### src/rtl/tw_cfg_pkg.sv
// Package tw_cfg_pkg
// Shared layout constants, the configuration field record and the controller
// state type for the three-wire configuration controller.
package tw_cfg_pkg;

    localparam int CFG_BYTES  = 15;
    localparam int CFG_BITS   = CFG_BYTES * 8;
    localparam int ADDR_BYTES = 5;
    localparam int ADDR_BITS  = ADDR_BYTES * 8;
    localparam int MAX_PKT    = 256;
    localparam int MAX_ADDR_W = 40;
    localparam int LEN_W      = 10;

    typedef struct packed {
        logic [7:0]           pay2_w;
        logic [7:0]           pay1_w;
        logic [ADDR_BITS-1:0] addr2;
        logic [ADDR_BITS-1:0] addr1;
        logic [5:0]           addr_w;
        logic                 crc16;
        logic                 crc_en;
        logic                 dual_rx;
        logic                 burst;
        logic                 rate_1m;
        logic [2:0]           xtal;
        logic [1:0]           power;
        logic [6:0]           chan;
        logic                 rx_en;
    } cfg_t;

    typedef enum logic [2:0] {
        ST_PWRUP,
        ST_IDLE,
        ST_SETUP,
        ST_LOW,
        ST_HIGH
    } st_e;

endpackage

### src/rtl/tw_cfg_word.sv
// Module tw_cfg_word
// Builds the 120-bit configuration word from the field record and checks
// the packet length budget. Purely combinational.
// Assumes: word bit CFG_BITS-1 is the first bit sent; byte k of the frame
// sits at word[CFG_BITS-1-8k -: 8].
module tw_cfg_word
    import tw_cfg_pkg::*;
(
    input  cfg_t                cfg_i,
    output logic [CFG_BITS-1:0] word_o,
    output logic                err_o
);

    logic [7:0] frame_b [CFG_BYTES];
    logic [LEN_W-1:0] crc_bits;
    logic [LEN_W-1:0] tot1;
    logic [LEN_W-1:0] tot2;

    // Fixed header bytes: payload widths first
    always_comb begin
        frame_b[0] = cfg_i.pay2_w;
        frame_b[1] = cfg_i.pay1_w;
    end

    // Address bytes, most significant byte first for each channel
    for (genvar k = 0; k < ADDR_BYTES; k++) begin : g_addr
        always_comb begin
            frame_b[2 + k]              = cfg_i.addr2[ADDR_BITS-1-8*k -: 8];
            frame_b[2 + ADDR_BYTES + k] = cfg_i.addr1[ADDR_BITS-1-8*k -: 8];
        end
    end

    // Trailing bit-field bytes
    always_comb begin
        frame_b[CFG_BYTES-3] = {cfg_i.addr_w, cfg_i.crc16, cfg_i.crc_en};
        frame_b[CFG_BYTES-2] = {cfg_i.dual_rx, cfg_i.burst, cfg_i.rate_1m,
                                cfg_i.xtal, cfg_i.power};
        frame_b[CFG_BYTES-1] = {cfg_i.chan, cfg_i.rx_en};
    end

    // Flatten the byte array into the shift word
    for (genvar b = 0; b < CFG_BYTES; b++) begin : g_flat
        assign word_o[CFG_BITS-1-8*b -: 8] = frame_b[b];
    end

    // Length budget check
    always_comb begin
        crc_bits = '0;
        if (cfg_i.crc_en) begin
            crc_bits = cfg_i.crc16 ? LEN_W'(16) : LEN_W'(8);
        end
        tot1  = LEN_W'(cfg_i.pay1_w) + LEN_W'(cfg_i.addr_w) + crc_bits;
        tot2  = LEN_W'(cfg_i.pay2_w) + LEN_W'(cfg_i.addr_w) + crc_bits;
        err_o = (tot1 > LEN_W'(MAX_PKT)) || (tot2 > LEN_W'(MAX_PKT)) ||
                (cfg_i.addr_w > 6'(MAX_ADDR_W));
    end

endmodule

### src/rtl/tw_cfg_timer.sv
// Module tw_cfg_timer
// Loadable down-counter that stops at zero; used for every timed phase.
// Assumes: loading N-1 gives a phase that lasts N cycles.
module tw_cfg_timer #(
    parameter int W       = 8,
    parameter int RST_VAL = 0
) (
    input  logic         clk,
    input  logic         rst_n,
    input  logic         load_i,
    input  logic [W-1:0] val_i,
    output logic         zero_o
);

    logic [W-1:0] cnt;

    // Count down toward zero, reload on request
    always_ff @(posedge clk) begin
        if (!rst_n) begin
            cnt <= W'(RST_VAL);
        end else if (load_i) begin
            cnt <= val_i;
        end else if (cnt != '0) begin
            cnt <= cnt - 1'b1;
        end
    end

    assign zero_o = (cnt == '0);

endmodule

### src/rtl/tw_cfg_shifter.sv
// Module tw_cfg_shifter
// Parallel-load, MSB-first shift register feeding the serial data pin.
// Assumes: a shift moves the next bit into the MSB position and fills zeros.
module tw_cfg_shifter #(
    parameter int W = 8
) (
    input  logic         clk,
    input  logic         rst_n,
    input  logic         load_i,
    input  logic [W-1:0] val_i,
    input  logic         shift_i,
    output logic         msb_o
);

    logic [W-1:0] sh;

    // Load a new word or advance one bit
    always_ff @(posedge clk) begin
        if (!rst_n) begin
            sh <= '0;
        end else if (load_i) begin
            sh <= val_i;
        end else if (shift_i) begin
            sh <= {sh[W-2:0], 1'b0};
        end
    end

    assign msb_o = sh[W-1];

endmodule

### src/rtl/tw_cfg_ctrl.sv
// Module tw_cfg_ctrl
// Host-side master for a radio's three-wire configuration port. It holds the
// pins low after reset, then sends either the full 120-bit configuration word
// or a single direction bit, and leaves the pins in their end state.
// Assumes: the start commands are single-cycle pulses synchronous to clk, and
// the configuration inputs are stable from the start pulse onward.
module tw_cfg_ctrl
    import tw_cfg_pkg::*;
#(
    parameter int PWRUP_CYC = 300000,
    parameter int SETUP_CYC = 1000,
    parameter int HALF_CYC  = 100
) (
    input  logic        clk,
    input  logic        rst_n,
    input  logic        start_full_i,
    input  logic        start_dir_i,
    input  logic        dir_rx_i,
    input  logic [7:0]  pay2_w_i,
    input  logic [7:0]  pay1_w_i,
    input  logic [39:0] addr2_i,
    input  logic [39:0] addr1_i,
    input  logic [5:0]  addr_w_i,
    input  logic        crc16_i,
    input  logic        crc_en_i,
    input  logic        dual_rx_i,
    input  logic        burst_i,
    input  logic        rate_1m_i,
    input  logic [2:0]  xtal_i,
    input  logic [1:0]  power_i,
    input  logic [6:0]  rf_chan_i,
    input  logic        rx_en_i,
    output logic        ce_o,
    output logic        cs_o,
    output logic        sclk_o,
    output logic        data_o,
    output logic        data_oe_o,
    output logic        busy_o,
    output logic        cfg_err_o
);

    localparam int TMR_MAX = (PWRUP_CYC > SETUP_CYC) ?
                             ((PWRUP_CYC > HALF_CYC) ? PWRUP_CYC : HALF_CYC) :
                             ((SETUP_CYC > HALF_CYC) ? SETUP_CYC : HALF_CYC);
    localparam int TW      = $clog2(TMR_MAX + 1);
    localparam int BW      = $clog2(CFG_BITS + 1);

    cfg_t                cfg;
    logic [CFG_BITS-1:0] word;
    logic                word_err;
    st_e                 st;
    logic [BW-1:0]       bits_left;
    logic                full_q;
    logic                dir_q;
    logic                ce_q;
    logic                err_q;
    logic                tmr_zero;
    logic                tmr_load;
    logic [TW-1:0]       tmr_val;
    logic                sh_load;
    logic [CFG_BITS-1:0] sh_val;
    logic                sh_shift;
    logic                sh_msb;
    logic                acc_full;
    logic                acc_dir;
    logic                last_bit;

    // Gather the register inputs into one record
    always_comb begin
        cfg.pay2_w  = pay2_w_i;
        cfg.pay1_w  = pay1_w_i;
        cfg.addr2   = addr2_i;
        cfg.addr1   = addr1_i;
        cfg.addr_w  = addr_w_i;
        cfg.crc16   = crc16_i;
        cfg.crc_en  = crc_en_i;
        cfg.dual_rx = dual_rx_i;
        cfg.burst   = burst_i;
        cfg.rate_1m = rate_1m_i;
        cfg.xtal    = xtal_i;
        cfg.power   = power_i;
        cfg.chan    = rf_chan_i;
        cfg.rx_en   = rx_en_i;
    end

    tw_cfg_word u_word (
        .cfg_i  (cfg),
        .word_o (word),
        .err_o  (word_err)
    );

    // Command acceptance: only when idle, full load wins
    always_comb begin
        acc_full = (st == ST_IDLE) && start_full_i && !word_err;
        acc_dir  = (st == ST_IDLE) && !start_full_i && start_dir_i;
        last_bit = (bits_left == BW'(1));
    end

    // Timer reload requests at each phase boundary
    always_comb begin
        tmr_load = 1'b0;
        tmr_val  = TW'(HALF_CYC - 1);
        case (st)
            ST_IDLE: begin
                if (acc_full || acc_dir) begin
                    tmr_load = 1'b1;
                    tmr_val  = TW'(SETUP_CYC - 1);
                end
            end
            ST_SETUP, ST_LOW: tmr_load = tmr_zero;
            ST_HIGH:          tmr_load = tmr_zero && !last_bit;
            default:          tmr_load = 1'b0;
        endcase
    end

    tw_cfg_timer #(
        .W       (TW),
        .RST_VAL (PWRUP_CYC - 1)
    ) u_tmr (
        .clk    (clk),
        .rst_n  (rst_n),
        .load_i (tmr_load),
        .val_i  (tmr_val),
        .zero_o (tmr_zero)
    );

    // Shift register load and advance
    always_comb begin
        sh_load  = acc_full || acc_dir;
        sh_val   = acc_full ? word : {dir_rx_i, {(CFG_BITS-1){1'b0}}};
        sh_shift = (st == ST_HIGH) && tmr_zero && !last_bit;
    end

    tw_cfg_shifter #(
        .W (CFG_BITS)
    ) u_sh (
        .clk     (clk),
        .rst_n   (rst_n),
        .load_i  (sh_load),
        .val_i   (sh_val),
        .shift_i (sh_shift),
        .msb_o   (sh_msb)
    );

    // Phase sequencer and end-state registers
    always_ff @(posedge clk) begin
        if (!rst_n) begin
            st        <= ST_PWRUP;
            bits_left <= '0;
            full_q    <= 1'b0;
            dir_q     <= 1'b0;
            ce_q      <= 1'b0;
            err_q     <= 1'b0;
        end else begin
            case (st)
                ST_PWRUP: begin
                    if (tmr_zero) st <= ST_IDLE;
                end
                ST_IDLE: begin
                    if (start_full_i) begin
                        err_q <= word_err;
                    end
                    if (acc_full) begin
                        st        <= ST_SETUP;
                        bits_left <= BW'(CFG_BITS);
                        full_q    <= 1'b1;
                        ce_q      <= 1'b0;
                    end else if (acc_dir) begin
                        st        <= ST_SETUP;
                        bits_left <= BW'(1);
                        full_q    <= 1'b0;
                        dir_q     <= dir_rx_i;
                        ce_q      <= 1'b0;
                    end
                end
                ST_SETUP: begin
                    if (tmr_zero) st <= ST_LOW;
                end
                ST_LOW: begin
                    if (tmr_zero) st <= ST_HIGH;
                end
                ST_HIGH: begin
                    if (tmr_zero) begin
                        if (last_bit) begin
                            st   <= ST_IDLE;
                            ce_q <= !full_q && dir_q;
                        end else begin
                            st        <= ST_LOW;
                            bits_left <= bits_left - 1'b1;
                        end
                    end
                end
                default: st <= ST_IDLE;
            endcase
        end
    end

    // Pin decode from the phase
    always_comb begin
        cs_o      = (st == ST_SETUP) || (st == ST_LOW) || (st == ST_HIGH);
        sclk_o    = (st == ST_HIGH);
        data_o    = cs_o && sh_msb;
        data_oe_o = cs_o || (st == ST_PWRUP);
        busy_o    = (st != ST_IDLE);
        ce_o      = ce_q;
        cfg_err_o = err_q;
    end

endmodule

### config.mk
export PLATFORM = sky130hd
export DESIGN_NAME = tw_cfg_ctrl
export DESIGN_NICKNAME = d
export VERILOG_FILES = /design/src/rtl/tw_cfg_pkg.sv /design/src/rtl/tw_cfg_word.sv /design/src/rtl/tw_cfg_timer.sv /design/src/rtl/tw_cfg_shifter.sv /design/src/rtl/tw_cfg_ctrl.sv
export SDC_FILE = /design/constraint.sdc
export NUM_CORES = 1
export LEC_CHECK = 0
export CORE_ASPECT_RATIO = 1.1
export CORE_MARGIN = 2
export CORE_UTILIZATION = 40
export DETAILED_ROUTE_END_ITERATION = 10
export GPL_TIMING_DRIVEN = 1
export PLACE_DENSITY = 0.62
export SYNTH_ARGS = -nofsm -noshare
export SYNTH_HDL_FRONTEND = slang
export SYNTH_SLANG_ARGS = --single-unit
export TNS_END_PERCENT = 50
### constraint.sdc
create_clock -name clk -period 5.7 [get_ports clk]
set_clock_uncertainty 0.2 [all_clocks]
set_input_delay 0.855 -clock clk [delete_from_list [all_inputs] [get_ports clk]]
set_output_delay 0.855 -clock clk [all_outputs]
set_load 0.1 [all_outputs]
==> metrics.md <==
| Metric | Value |
|---|---|
| Initial core utilization | between 40% and 50% |
| Final core utilization | between 50% and 60% |
| WHS | approximately 0.26 ns |
| Static leakage | 0.003095 uW |
| Clock-pin slew on the worst setup and hold paths | roughly 0.060 ns |
| Top-area cell type share of the netlist area | 37.66% |
| Die ar. | between 20,000 and 25,000 um^2 |
| Sink Count | ~150 |
| Clk_lat worst skew | ~0.43 ns |
| Sequential share of power | about 44% |
| Vias in the first global route | 7,366 |
| Clk network pwr share | about 48% |
| Global placer's final weighted congestion | 0.8416 |
| PwrDens | approximately 240 nW/um^2 |
| First-pass GRT wire length | ~37 mm |
| VDD IR-drop max | 189.1 uV |
| Post-synthesis mux area share | less than 1% |
| Core area | ~20,000 um^2 |
| Overall Global Routing Usage | between 20 and 25% |
| Min Clock Period, post-route | between 5 and 6 ns |
| Synth Area in Compound Gates | about a fifth |
| Gate power share | 8.5% |
| WP data required | ~5.8 ns |
| Status | finished clean |
| I/O pin cnt | approximately 130 |
| Crit. End Element | flop |
| CP Cell Sequence | clkdlybuf4s50_1 > ha_1 > fa_1 > a21o_1 > a21oi_1 > xnor2_1 > fa_1 > nor4_1 > o211ai_1 > a21oi_1 > o32ai_1 > a211oi_4 > buf_12 > buf_12 > nor3_1 > a311oi_1 |
| Site Rows | between 50 and 60 |
| CTS H-tree depth | 4 |
| Endpoints failing setup | 0 |
| Final Hold Fails | 0 |
| Crit path launch type | input pin |
| Critical path buffers and inverters | 3 |
| RSZ-0062 raised after global routing | no |
| Post-route ant nets | 0 |
| Layout cells sized above 1 | 6.108% |
| Layout area overhead | 25.13% |
| Synth async-reset ratio | 0% |
| Mapped Area | slightly above 8000 um^2 |
| Pre-CTS setup slack | approximately 0.22 ns |
| Initial DRC count | ~740 |
| Worst Tran Pin Value | 1.066 ns |
| Main combinational cell family by area after synthesis | simple AND/OR/NAND/NOR gates |
| Synth top area cells | dfxtp_1 38%, a311oi_1 12%, nor3_1 8.3% |
| Tcrit/Tclk final | 89.19% |
| Largest net degree at the start of global routing | 87 |
| Max-cap violation count | 0 |
| Prevailing post-synth register cell | dfxtp_1 |
| Antenna diode count | 0 |
| Dominant cell type by area after synthesis | dfxtp_1 |
| Wirelength per Cell | approximately 17 um |
| Placed cells | around 1,300 |
| CTS root buffer | clkbuf_16 |
| Final net count | roughly 1,200 |
| FMAX | between 150 and 200 MHz |
| Critical path data arrival time | 5.21 ns |
| Setup TNS | 0 ns |
| Via count | around 8,000 |
| Worst hold path class | flop to flop |
| Slew HR | between 20% and 30% |
| PortBufs | 131 |
| Antenna violations before repair | 0 |
| Die height | approximately 150 um |
| Yosys warnings | 0 |
| Library cells used by synthesis | slightly below 60 |
| Chip width | between 100 and 150 um |
| Non-Filler Instances | approximately 1,300 |
| Post-Syn Nets | between 1,000 and 1,500 |
| Remaining DRCs | 0 |
| Final Worst Setup Slack | a little over 0.6 ns |
| DP HPWL | 13.73 mm |
| Post-CTS resize count | 0 |
| Clk buf depth | 2 |
| Post-Route WL | about 22 mm |
| R2R Setup Slk | 1.79 ns |
| Post-synthesis simple-gate area fraction | slightly below 30% |
| Seq/Total Area, Yosys | a little under two fifths |
| CTS tree | done |
| Slowest cell on crit path | clkdlybuf4s50_1 |
| Hold Buf Count CTS | 0 |
| Setup bufs post-CTS | 0 |
| Post-Synth Adder-Cell Area | 4.030% |
| Total CTS buffers | 17 |
| P_sw | approximately 560 uW |
| Post-synthesis average cell area | approximately 8 um^2 |
| CP delay by family, top | compound AO/OA/AOI/OAI gates |
| CP peak stage delay | roughly 0.5 ns |
| Slew Viols, Final | 0 |
| Seq cells post-synth | about 150 |
| XOR/XNOR Fraction of Synth Area | about 1.7% |
| Critical path fanouts, max | 47 |
| Count of flip-flops with a built-in enable after synthesis | 0 |
| Grt total ovfl | 0 |
| Vias/cell | around 5.9 |
| Setup Crit Path Kind | input pin to flop |
| DR pass1 iterations | 6 |
| Synth Instances | around 1,000 |
| Sw frac | 22.70% |
| Internal power | 1898 uW |
[sequential cells by signal, indices dropped and copies added, names as in the netlist]
signal,cells
bits_left,7
st,3
ce_o,1
full_q,1
dir_q,1
cfg_err_o,1
u_tmr.cnt,19
u_sh.sh,120
[synthesized netlist by cell type (3+ instances only)]
library cell  instances
nor3_1              135
and2_1                6
buf_6                 7
a21oi_1              29
xor2_1                4
a311oi_1            116
and3_1                3
nand3_1             131
a21o_1                4
nor4_1                9
a31oi_1               5
buf_2                36
clkbuf_1             45
ha_1                 19
nand2_1             150
dfxtp_1             153
or4_1                 3
or3_1                 3
nand3b_1              4
o31a_1                3
o22ai_1               5
nor2b_1               5
nor3b_1               3
o211ai_1              4
nand2b_1              3
fa_1                  4
a311oi_2              3
buf_4                14
nor2_1               30
xnor2_1              12
mux2i_1               6
o21ai_0              18
inv_1                10
[logic make-up (layout without fill, tap and decap cells)]
group           Yosys count  in the layout
compound gates          206            206
xor+xnor                 16             16
mux                       6              6
fa+ha+maj                24             24
simple gates            495            495
buf+inv                 114            197
flops                   153            153
[cell type report]
class / instances / area [um^2]
clock inverters: 10 / 141.4
clock buffers: 22 / 464.2
multi-input cells: 747 / 4517
flip-flops and latches: 153 / 3063
fillers: 1963 / 9686
well taps: 252 / 315.3
inverters: 11 / 43.79
repair buffers: 154 / 1634
[cell usage in the layout, fill, tap and decap left out, types with 3 or more instances in the layout]
cell type / instances
and3_1: 3
xnor2_1: 12
nand2_1: 149
mux2i_1: 6
clkbuf_16: 17
nor4_1: 9
clkdlybuf4s50_1: 131
nand3b_1: 4
a311oi_1: 116
nand2b_1: 3
o21ai_0: 18
a311oi_2: 3
nor2b_1: 5
and2_1: 6
nor3_1: 135
clkbuf_1: 3
ha_1: 19
buf_12: 12
bufinv_16: 3
o211ai_1: 4
nand3_1: 131
o31a_1: 3
buf_4: 11
fa_1: 4
nor2_1: 30
dfxtp_1: 153
a21oi_1: 29
inv_1: 10
nor3b_1: 3
or3_1: 3
or4_1: 3
xor2_1: 4
a21o_1: 4
o22ai_1: 5
clkinvlp_4: 5
a31oi_1: 5
[power groups by stage]
stage / Combinational, uW / Sequential (uW) / Clock, uW
floorplan: 85.3 / 1100 / 0
global placement: 208 / 1100 / 0
detailed placement: 206 / 1100 / 0
CTS: 208 / 1070 / 1190
global route: 227 / 1070 / 1240
finish: 208 / 1070 / 1180
[per-layer routing]
layer  track usage [%]  share of wire, %
met1             30.25                49
met2             30.50                45
met3             3.737               5.0
met4             5.524               1.3
met5                 0                 0
[worst min-delay path: cells and delay by family, from the launching register on]
kind             cells  cell delay, ns
flip-flops           1            0.31
AND/OR/NAND/NOR      1            0.05
AO/OA/AOI/OAI        1            0.05
[final timing paths]
path,start,to,cells after the start
min,dir_q,dir_q,2
min reg2reg,dir_q,dir_q,2
max,addr_w_i[0],u_sh.sh[72],16
max reg2reg,u_tmr.cnt[0],u_sh.sh[64],9
[per-stage QoR]
stage,power (uW),area (um^2)
4_1_cts,2475,10180
5_1_grt,2538,10180
3_5_place_dp,1303,9573
6_report,2456,10180
3_3_place_gp,1304,9573
2_1_floorplan,1181,8134
Note: power is estimated with default switching activity, not from simulation.
